## src/rtl/cpu_irq_pkg.sv

```systemverilog
package cpu_irq_pkg;
  localparam int PRIO_W = 4;
  typedef logic [PRIO_W-1:0] prio_t;

  typedef enum logic [1:0] {
    SEL_TPRI = 2'd0,
    SEL_IDENT = 2'd1,
    SEL_ACK = 2'd2,
    SEL_EOI = 2'd3
  } reg_sel_e;

  localparam prio_t TPRI_RESET = 4'hF;
endpackage

```

## src/rtl/irq_prio_pick.sv

```systemverilog
module irq_prio_pick
  import cpu_irq_pkg::*;
#(
  parameter int NSRC = 32,
  parameter int IDX_W = 5
) (
  input  logic [NSRC-1:0]        member,
  input  prio_t [NSRC-1:0]       prio,
  output logic                   found,
  output logic [IDX_W-1:0]       idx,
  output prio_t                  best
);
  // Linear scan; strict compare keeps the lowest index on ties.
  always_comb begin
    found = 1'b0;
    idx   = '0;
    best  = '0;
    for (int i = 0; i < NSRC; i++) begin
      if (member[i] && (!found || prio[i] > best)) begin
        found = 1'b1;
        idx   = IDX_W'(i);
        best  = prio[i];
      end
    end
  end
endmodule

```

## src/rtl/irq_src_store.sv

```systemverilog
module irq_src_store
  import cpu_irq_pkg::*;
#(
  parameter int NSRC = 32,
  parameter int IDX_W = 5,
  parameter int VEC_W = 8
) (
  input  logic                       clk,
  input  logic                       rst_n,
  input  logic                       wr_en,
  input  logic [IDX_W-1:0]           wr_idx,
  input  prio_t                      wr_prio,
  input  logic [VEC_W-1:0]           wr_vec,
  input  logic                       wr_level,
  output prio_t [NSRC-1:0]           prio_o,
  output logic [NSRC-1:0][VEC_W-1:0] vec_o,
  output logic [NSRC-1:0]            level_o
);
  for (genvar g = 0; g < NSRC; g++) begin : g_entry
    logic hit;
    assign hit = wr_en && (wr_idx == IDX_W'(g));
    always_ff @(posedge clk or negedge rst_n) begin
      if (!rst_n) begin
        prio_o[g]  <= '0;
        vec_o[g]   <= '0;
        level_o[g] <= 1'b0;
      end else if (hit) begin
        prio_o[g]  <= wr_prio;
        vec_o[g]   <= wr_vec;
        level_o[g] <= wr_level;
      end
    end
  end
endmodule

```

## src/rtl/irq_rsp_slot.sv

```systemverilog
module irq_rsp_slot #(
  parameter int W = 8
) (
  input  logic         clk,
  input  logic         rst_n,
  input  logic         load,
  input  logic [W-1:0] load_data,
  output logic         can_load,
  output logic         out_valid,
  input  logic         out_ready,
  output logic [W-1:0] out_data
);
  always_ff @(posedge clk or negedge rst_n) begin
    if (!rst_n) begin
      out_valid <= 1'b0;
      out_data  <= '0;
    end else if (load) begin
      out_valid <= 1'b1;
      out_data  <= load_data;
    end else if (out_ready) begin
      out_valid <= 1'b0;
    end
  end

  assign can_load = !out_valid || out_ready;

  AST_RSP_HOLD: assert property (@(posedge clk) disable iff (!rst_n)
    out_valid && !out_ready |=> out_valid && $stable(out_data));
endmodule

```

## src/rtl/cpu_irq_ack_unit.sv

```systemverilog
module cpu_irq_ack_unit
  import cpu_irq_pkg::*;
#(
  parameter int NSRC = 32,
  parameter int VEC_W = 8,
  parameter int CPU_ID = 0,
  parameter int unsigned SPUR_VEC = 255,
  localparam int IDX_W = (NSRC > 1) ? $clog2(NSRC) : 1
) (
  input  logic              clk,
  input  logic              rst_n,
  input  logic              raise_valid,
  output logic              raise_ready,
  input  logic [IDX_W-1:0]  raise_idx,
  input  logic [3:0]        raise_prio,
  input  logic [VEC_W-1:0]  raise_vec,
  input  logic              raise_level,
  input  logic [NSRC-1:0]   level_drop,
  input  logic              req_valid,
  output logic              req_ready,
  input  logic              req_write,
  input  logic [1:0]        req_sel,
  input  logic [VEC_W-1:0]  req_wdata,
  output logic              rsp_valid,
  input  logic              rsp_ready,
  output logic [VEC_W-1:0]  rsp_data,
  output logic              irq_out
);
  localparam logic [VEC_W-1:0] SPUR = VEC_W'(SPUR_VEC);
  localparam logic [VEC_W-1:0] IDENT = VEC_W'(CPU_ID);

  prio_t            tpri_q;
  logic [NSRC-1:0]  raised_q, raised_d;
  logic [NSRC-1:0]  insv_q, insv_d;
  logic [NSRC-1:0]  active_q, active_d;
  logic             irq_q, irq_d;

  prio_t [NSRC-1:0]           src_prio;
  logic [NSRC-1:0][VEC_W-1:0] src_vec;
  logic [NSRC-1:0]            src_level;

  // Handshakes and decode
  logic req_fire, raise_fire, in_range, raise_keep;
  logic ack_fire, eoi_fire, tpri_wr, rd_fire;
  reg_sel_e sel;

  assign sel        = reg_sel_e'(req_sel);
  assign req_fire   = req_valid && req_ready;
  assign raise_ready = !req_fire;
  assign raise_fire = raise_valid && raise_ready;
  assign in_range   = int'(raise_idx) < NSRC;
  assign raise_keep = raise_fire && in_range && (raise_prio > tpri_q) && !raised_q[raise_idx];
  assign rd_fire    = req_fire && !req_write;
  assign ack_fire   = rd_fire && (sel == SEL_ACK);
  assign eoi_fire   = req_fire && req_write && (sel == SEL_EOI);
  assign tpri_wr    = req_fire && req_write && (sel == SEL_TPRI);

  // Per-source attributes, captured when a raise is kept
  irq_src_store #(.NSRC(NSRC), .IDX_W(IDX_W), .VEC_W(VEC_W)) u_store (
    .clk     (clk),
    .rst_n   (rst_n),
    .wr_en   (raise_keep),
    .wr_idx  (raise_idx),
    .wr_prio (raise_prio),
    .wr_vec  (raise_vec),
    .wr_level(raise_level),
    .prio_o  (src_prio),
    .vec_o   (src_vec),
    .level_o (src_level)
  );

  // Priority scans: raised set, in-service set, in-service set minus its top
  logic             r_found, s_found, s2_found;
  logic [IDX_W-1:0] r_idx, s_idx, s2_idx;
  prio_t            r_prio, s_prio, s2_prio;
  logic [NSRC-1:0]  s_onehot, insv_rest;

  irq_prio_pick #(.NSRC(NSRC), .IDX_W(IDX_W)) u_pick_raised (
    .member(raised_q), .prio(src_prio), .found(r_found), .idx(r_idx), .best(r_prio)
  );

  irq_prio_pick #(.NSRC(NSRC), .IDX_W(IDX_W)) u_pick_insv (
    .member(insv_q), .prio(src_prio), .found(s_found), .idx(s_idx), .best(s_prio)
  );

  assign s_onehot  = s_found ? (NSRC'(1) << s_idx) : '0;
  assign insv_rest = insv_q & ~s_onehot;

  irq_prio_pick #(.NSRC(NSRC), .IDX_W(IDX_W)) u_pick_rest (
    .member(insv_rest), .prio(src_prio), .found(s2_found), .idx(s2_idx), .best(s2_prio)
  );

  // Acknowledge and end-of-interrupt decisions
  logic             ack_take, eoi_rearm;
  logic [VEC_W-1:0] ack_vec;

  assign ack_take  = r_found && active_q[r_idx] && (r_prio > tpri_q);
  assign ack_vec   = ack_take ? src_vec[r_idx] : SPUR;
  assign eoi_rearm = r_found && (!s2_found || (r_prio > s2_prio));

  always_comb begin
    raised_d = raised_q;
    insv_d   = insv_q;
    active_d = active_q & ~level_drop;
    irq_d    = irq_q;
    if (raise_keep) begin
      raised_d[raise_idx] = 1'b1;
      active_d[raise_idx] = 1'b1;
      irq_d = 1'b1;
    end
    if (ack_fire) begin
      irq_d = 1'b0;
      if (r_found) begin
        raised_d[r_idx] = 1'b0;
        if (ack_take) insv_d[r_idx] = 1'b1;
        else active_d[r_idx] = 1'b0;
        if (!src_level[r_idx]) active_d[r_idx] = 1'b0;
      end
    end
    if (eoi_fire) begin
      insv_d = insv_rest;
      if (eoi_rearm) irq_d = 1'b1;
    end
  end

  always_ff @(posedge clk or negedge rst_n) begin
    if (!rst_n) begin
      raised_q <= '0;
      insv_q   <= '0;
      active_q <= '0;
      irq_q    <= 1'b0;
      tpri_q   <= TPRI_RESET;
    end else begin
      raised_q <= raised_d;
      insv_q   <= insv_d;
      active_q <= active_d;
      irq_q    <= irq_d;
      if (tpri_wr) tpri_q <= req_wdata[PRIO_W-1:0];
    end
  end

  assign irq_out = irq_q;

  // Read data path
  logic [VEC_W-1:0] rd_data;
  always_comb begin
    unique case (sel)
      SEL_TPRI:  rd_data = VEC_W'(tpri_q);
      SEL_IDENT: rd_data = IDENT;
      SEL_ACK:   rd_data = ack_vec;
      default:   rd_data = '0;
    endcase
  end

  irq_rsp_slot #(.W(VEC_W)) u_rsp (
    .clk      (clk),
    .rst_n    (rst_n),
    .load     (rd_fire),
    .load_data(rd_data),
    .can_load (req_ready),
    .out_valid(rsp_valid),
    .out_ready(rsp_ready),
    .out_data (rsp_data)
  );

  // Checks next to the logic they guard
  AST_LOW_PRIO_DROP: assert property (@(posedge clk) disable iff (!rst_n)
    raise_fire && (raise_prio <= tpri_q) |=> $stable(raised_q));
  AST_DUP_RAISE: assert property (@(posedge clk) disable iff (!rst_n)
    raise_fire && in_range && raised_q[raise_idx] |=> $stable(raised_q) && $stable(irq_out));
  AST_KEEP_RAISES_IRQ: assert property (@(posedge clk) disable iff (!rst_n)
    raise_fire && in_range && (raise_prio > tpri_q) && !raised_q[raise_idx] |=> irq_out);
  AST_ACK_LOWERS: assert property (@(posedge clk) disable iff (!rst_n)
    ack_fire |=> !irq_out);
  AST_ACK_EMPTY_SPUR: assert property (@(posedge clk) disable iff (!rst_n)
    ack_fire && !r_found |=> rsp_valid && (rsp_data == SPUR));
  AST_ACK_POPS: assert property (@(posedge clk) disable iff (!rst_n)
    ack_fire && r_found |=> !raised_q[$past(r_idx)]);
  AST_EDGE_IDLE: assert property (@(posedge clk) disable iff (!rst_n)
    ack_fire && r_found && !src_level[r_idx] |=> !active_q[$past(r_idx)]);
  AST_EOI_RETIRE: assert property (@(posedge clk) disable iff (!rst_n)
    eoi_fire && s_found |=> $countones(insv_q) == $countones($past(insv_q)) - 1);
  AST_RAISE_BLOCKED: assert property (@(posedge clk) disable iff (!rst_n)
    req_valid && req_ready |-> !raise_ready);
endmodule

```

## config.mk

```make
export PLATFORM = sky130hd
export DESIGN_NAME = cpu_irq_ack_unit
export DESIGN_NICKNAME = d
export VERILOG_FILES = /design/src/rtl/cpu_irq_pkg.sv /design/src/rtl/irq_prio_pick.sv /design/src/rtl/irq_src_store.sv /design/src/rtl/irq_rsp_slot.sv /design/src/rtl/cpu_irq_ack_unit.sv
export SDC_FILE = /design/constraint.sdc
export NUM_CORES = 2
export LEC_CHECK = 0
export BUFFER_PORTS_ARGS = -buffer_cell sky130_fd_sc_hd__buf_2
export CORE_MARGIN = 1
export CORE_UTILIZATION = 60
export CTS_CLUSTER_SIZE = 28
export DETAILED_ROUTE_END_ITERATION = 8
export HOLD_SLACK_MARGIN = 0.03
export PLACE_DENSITY = 0.83
export REMOVE_ABC_BUFFERS = 1
export SLEW_MARGIN = 20
export SYNTH_ARGS = -nofsm -noshare
export SYNTH_HDL_FRONTEND = slang
export SYNTH_SLANG_ARGS = --single-unit
```

## constraint.sdc

```tcl
create_clock -name clk -period 100.1 [get_ports clk]
set_clock_uncertainty 0.15 [all_clocks]
set_input_delay 15.015 -clock clk [delete_from_list [all_inputs] [get_ports clk]]
set_output_delay 15.015 -clock clk [all_outputs]
set_load 0.005 [all_outputs]
```

==> summary.txt <==
Run
  • Max_cap viols: 0

Layout
  • Sequential standard cell area: 13200 um^2
  • Layout Cells excl Fill: 5793
  • Area occupied by multi-input gates: 27500 um^2
  • Area growth, synth to finish: 12.2%
  • # fillers: 5115
  • Share of layout cells above drive strength 1: 22.7%
  • Nets: 5217
  • Commonest non-fill, non-tap cell in the layout: dfrtp_1
  • Highest-count cells in the layout ignoring fill and taps: dfrtp_1, mux2_2, nand2_1, a21oi_1, o21ai_0

Die
  • FP Rows: 96
  • Die Height: 266 um
  • Die area: 70800 um^2
  • # IOs: 78
  • Die W: 266 um
  • Core area: 68800 um^2
  • Starting Density: 60.8%

Route
  • First-pass DRT Iterations: 9
  • Vias/cell: 6.71
  • DR iter-0 viols: 3957
  • Post-route ant nets: 0
  • DRC errors left: 0
  • Via count: 38864
  • Routed wire per std cell: 23.2 um
  • DRT Wirelength: 134000 um

Place
  • Cells after DPL: 5631
  • Gp weighted congestion: 1.01
  • Final HPWL DP: 94700 um
  • Count of input and output buffers: 73

Setup path
  • Startpoint Class: flip-flop
  • Max FO, Critical Path: 12
  • Reg2Reg Setup Slack: 4.86 ns
  • Largest stage delay, worst path: 0.44 ns
  • Slowest-stage cell, CP: dfrtp_1
  • Critical Path AT: 95.62 ns
  • Req. time, crit path: 100.47 ns
  • Setup CP Type: reg2reg
  • CP dominant cell by count: ha_1
  • CP Capture Type: flip-flop

STA
  • F_max: 0.0105 GHz
  • Tcrit/Tclk final: 95.1%
  • Setup TNS Final: 0 ns
  • Final setup violation count: 0
  • Min Tclk post-route: 95.24 ns
  • Hold Vio Cnt, Final: 0
  • Slew headroom: 11.8%
  • Slew @ Worst Pin: 1.32 ns
  • Max-slew violations: 0

Logic synthesis
  • Yosys top cell by area: dfrtp_1
  • Async set-reset flop share out of synthesis: 100%
  • Synth area leaders: dfrtp_1, mux2_2, ha_1
  • Most used flip-flop cell after synthesis: dfrtp_1
  • Post-synth EDFFs: 0
  • Sequential-to-total area share from yosys stat: 31.5%
  • Mapped Cells: 4702
  • Syn avg cell area: 8.90 um^2
  • #FFs+latches synth: 526
  • Netlist cell types: 131
  • Post-Synthesis Cell Area: 41800 um^2
  • Post-synth top area share: 31.2%
  • Warnings, synthesis: 0

GRT
  • Largest net degree at the start of global routing: 158
  • Number of global-route vias before repair: 37602
  • GR Util All Layers: 36.9%
  • First-pass GRT wire length: 206000 um
  • Grt total ovfl: 0
  • Initial antenna violation count: 4

Clock tree
  • # hold bufs at CTS: 0
  • CTS Buf Count: 55
  • Root Driver: clkbuf_16
  • CTS Buffer Depth: 3
  • Clock Pin Slew Worst Setup and Hold Paths: 0.06 ns
  • Clock sinks: 526
  • Clk_lat worst skew: 0.65 ns
  • H-tree levels: 2
  • CTS tree: yes

Min path
  • Hold Path Class: reg2reg

Outcome
  • Status: finished, final reports clean
final timing paths:
check	startpoint	endpoint	depth (start not counted)
max	u_store.prio_o[2]$_DFFE_PN0P_	irq_out$_DFF_PN0_	525
min	u_rsp.out_data[2]$_DFFE_PN0P_	u_rsp.out_data[2]$_DFFE_PN0P_	2
max reg2reg	u_store.prio_o[2]$_DFFE_PN0P_	irq_out$_DFF_PN0_	525
min reg2reg	u_rsp.out_data[2]$_DFFE_PN0P_	u_rsp.out_data[2]$_DFFE_PN0P_	2
max in group asynchronous	rst_n	raised_q[24]$_DFF_PN0_	3
min in group asynchronous	rst_n	u_store.vec_o[241]$_DFFE_PN0P_	1
per-layer routing:
layer | part of all wire [%] | up-vias | track usage [%]
li1 | - | 17423 | -
met1 | 38 | 18730 | 45.2
met2 | 46 | 2107 | 59.8
met3 | 9.5 | 598 | 7.76
met4 | 6.9 | 6 | 22.6
met5 | 0.034 | - | 0
cells in the mapped netlist, types with 20 or more instances:
| master | count |
|---|---|
| dfrtp_1 | 522 |
| a31oi_1 | 43 |
| mux2_2 | 456 |
| o31ai_1 | 27 |
| nor2b_1 | 70 |
| o211ai_1 | 41 |
| a41oi_1 | 28 |
| mux2i_1 | 150 |
| a21oi_1 | 414 |
| clkbuf_1 | 151 |
| a21o_1 | 53 |
| nand2_1 | 443 |
| a211oi_1 | 38 |
| a41o_1 | 25 |
| o21ai_0 | 376 |
| o21a_1 | 54 |
| a22oi_1 | 20 |
| and2_1 | 37 |
| and3_1 | 28 |
| o21ai_1 | 44 |
| ha_1 | 335 |
| inv_1 | 329 |
| nor3_1 | 62 |
| nor2_1 | 295 |
| nand2b_1 | 88 |
| nand3_1 | 87 |
critical path, delay by kind of cell, from the launching register on:
| family | cells | cell delay, ns |
|---|---|---|
| adders and majority gates | 71 | 20.97 |
| buffers and inverters | 47 | 5.29 |
| and+or+nand+nor | 120 | 15.89 |
| AOI/OAI and AO/OA | 255 | 42.72 |
| DFF | 1 | 0.44 |
| muxes | 32 | 9.45 |
registers in the layout (all words and copies together) (netlist names):
signal           flops
u_store.vec_o      256
u_store.prio_o     128
active_q            32
insv_q              32
raised_q            32
u_store.level_o     32
u_rsp.out_data       8
tpri_q               4
irq_out              1
u_rsp.out_valid      1
cells by family (layout without fill, tap and decap cells):
logic type / Yosys count / in the layout / share of synthesized area [%]
adder cells (fa/ha/maj): 343 / 343 / 10.2
multiplexers: 625 / 625 / 16.8
AO/OA/AOI/OAI: 1436 / 1436 / 22.4
flip-flops: 526 / 526 / 31.5
buffers and inverters: 536 / 694 / 5.20
AND/OR/NAND/NOR: 1236 / 1236 / 14.0
other: 0 / 2 / 0
metrics by stage:
stage               utilization [%]  cell area, um^2  worst slack (ns)  hold WS [ns]
floorplan                         -            40900              8.67         0.314
CTS                            66.3            45600             0.105         0.338
finish                         68.2            46900              4.86         0.338
detailed placement             63.3            43600            -0.878         0.311
global placement               63.3            43500              1.05         0.314
global route                   68.2            46900             -1.02         0.361
cell type report:
type	count	area share [%]
inverters	330	2.64
well taps	931	2.48
clock buffers	71	3.30
clock inverters	30	0.976
flip-flops and latches	526	28.1
diodes	2	0.0107
repair buffers	263	3.94
multi-input cells	3640	58.6
repair_timing:
item                                    in CTS  in global routing
endpoints found under the hold margin        0                  0
buffers inserted                             1                 58
gates resized for setup                      9                200
endpoints found under the setup margin       1                  1
pin swaps                                    1                 53
Power is not shown: default switching activity piles up to over one toggle a cycle in this logic, so the estimate is an artifact.
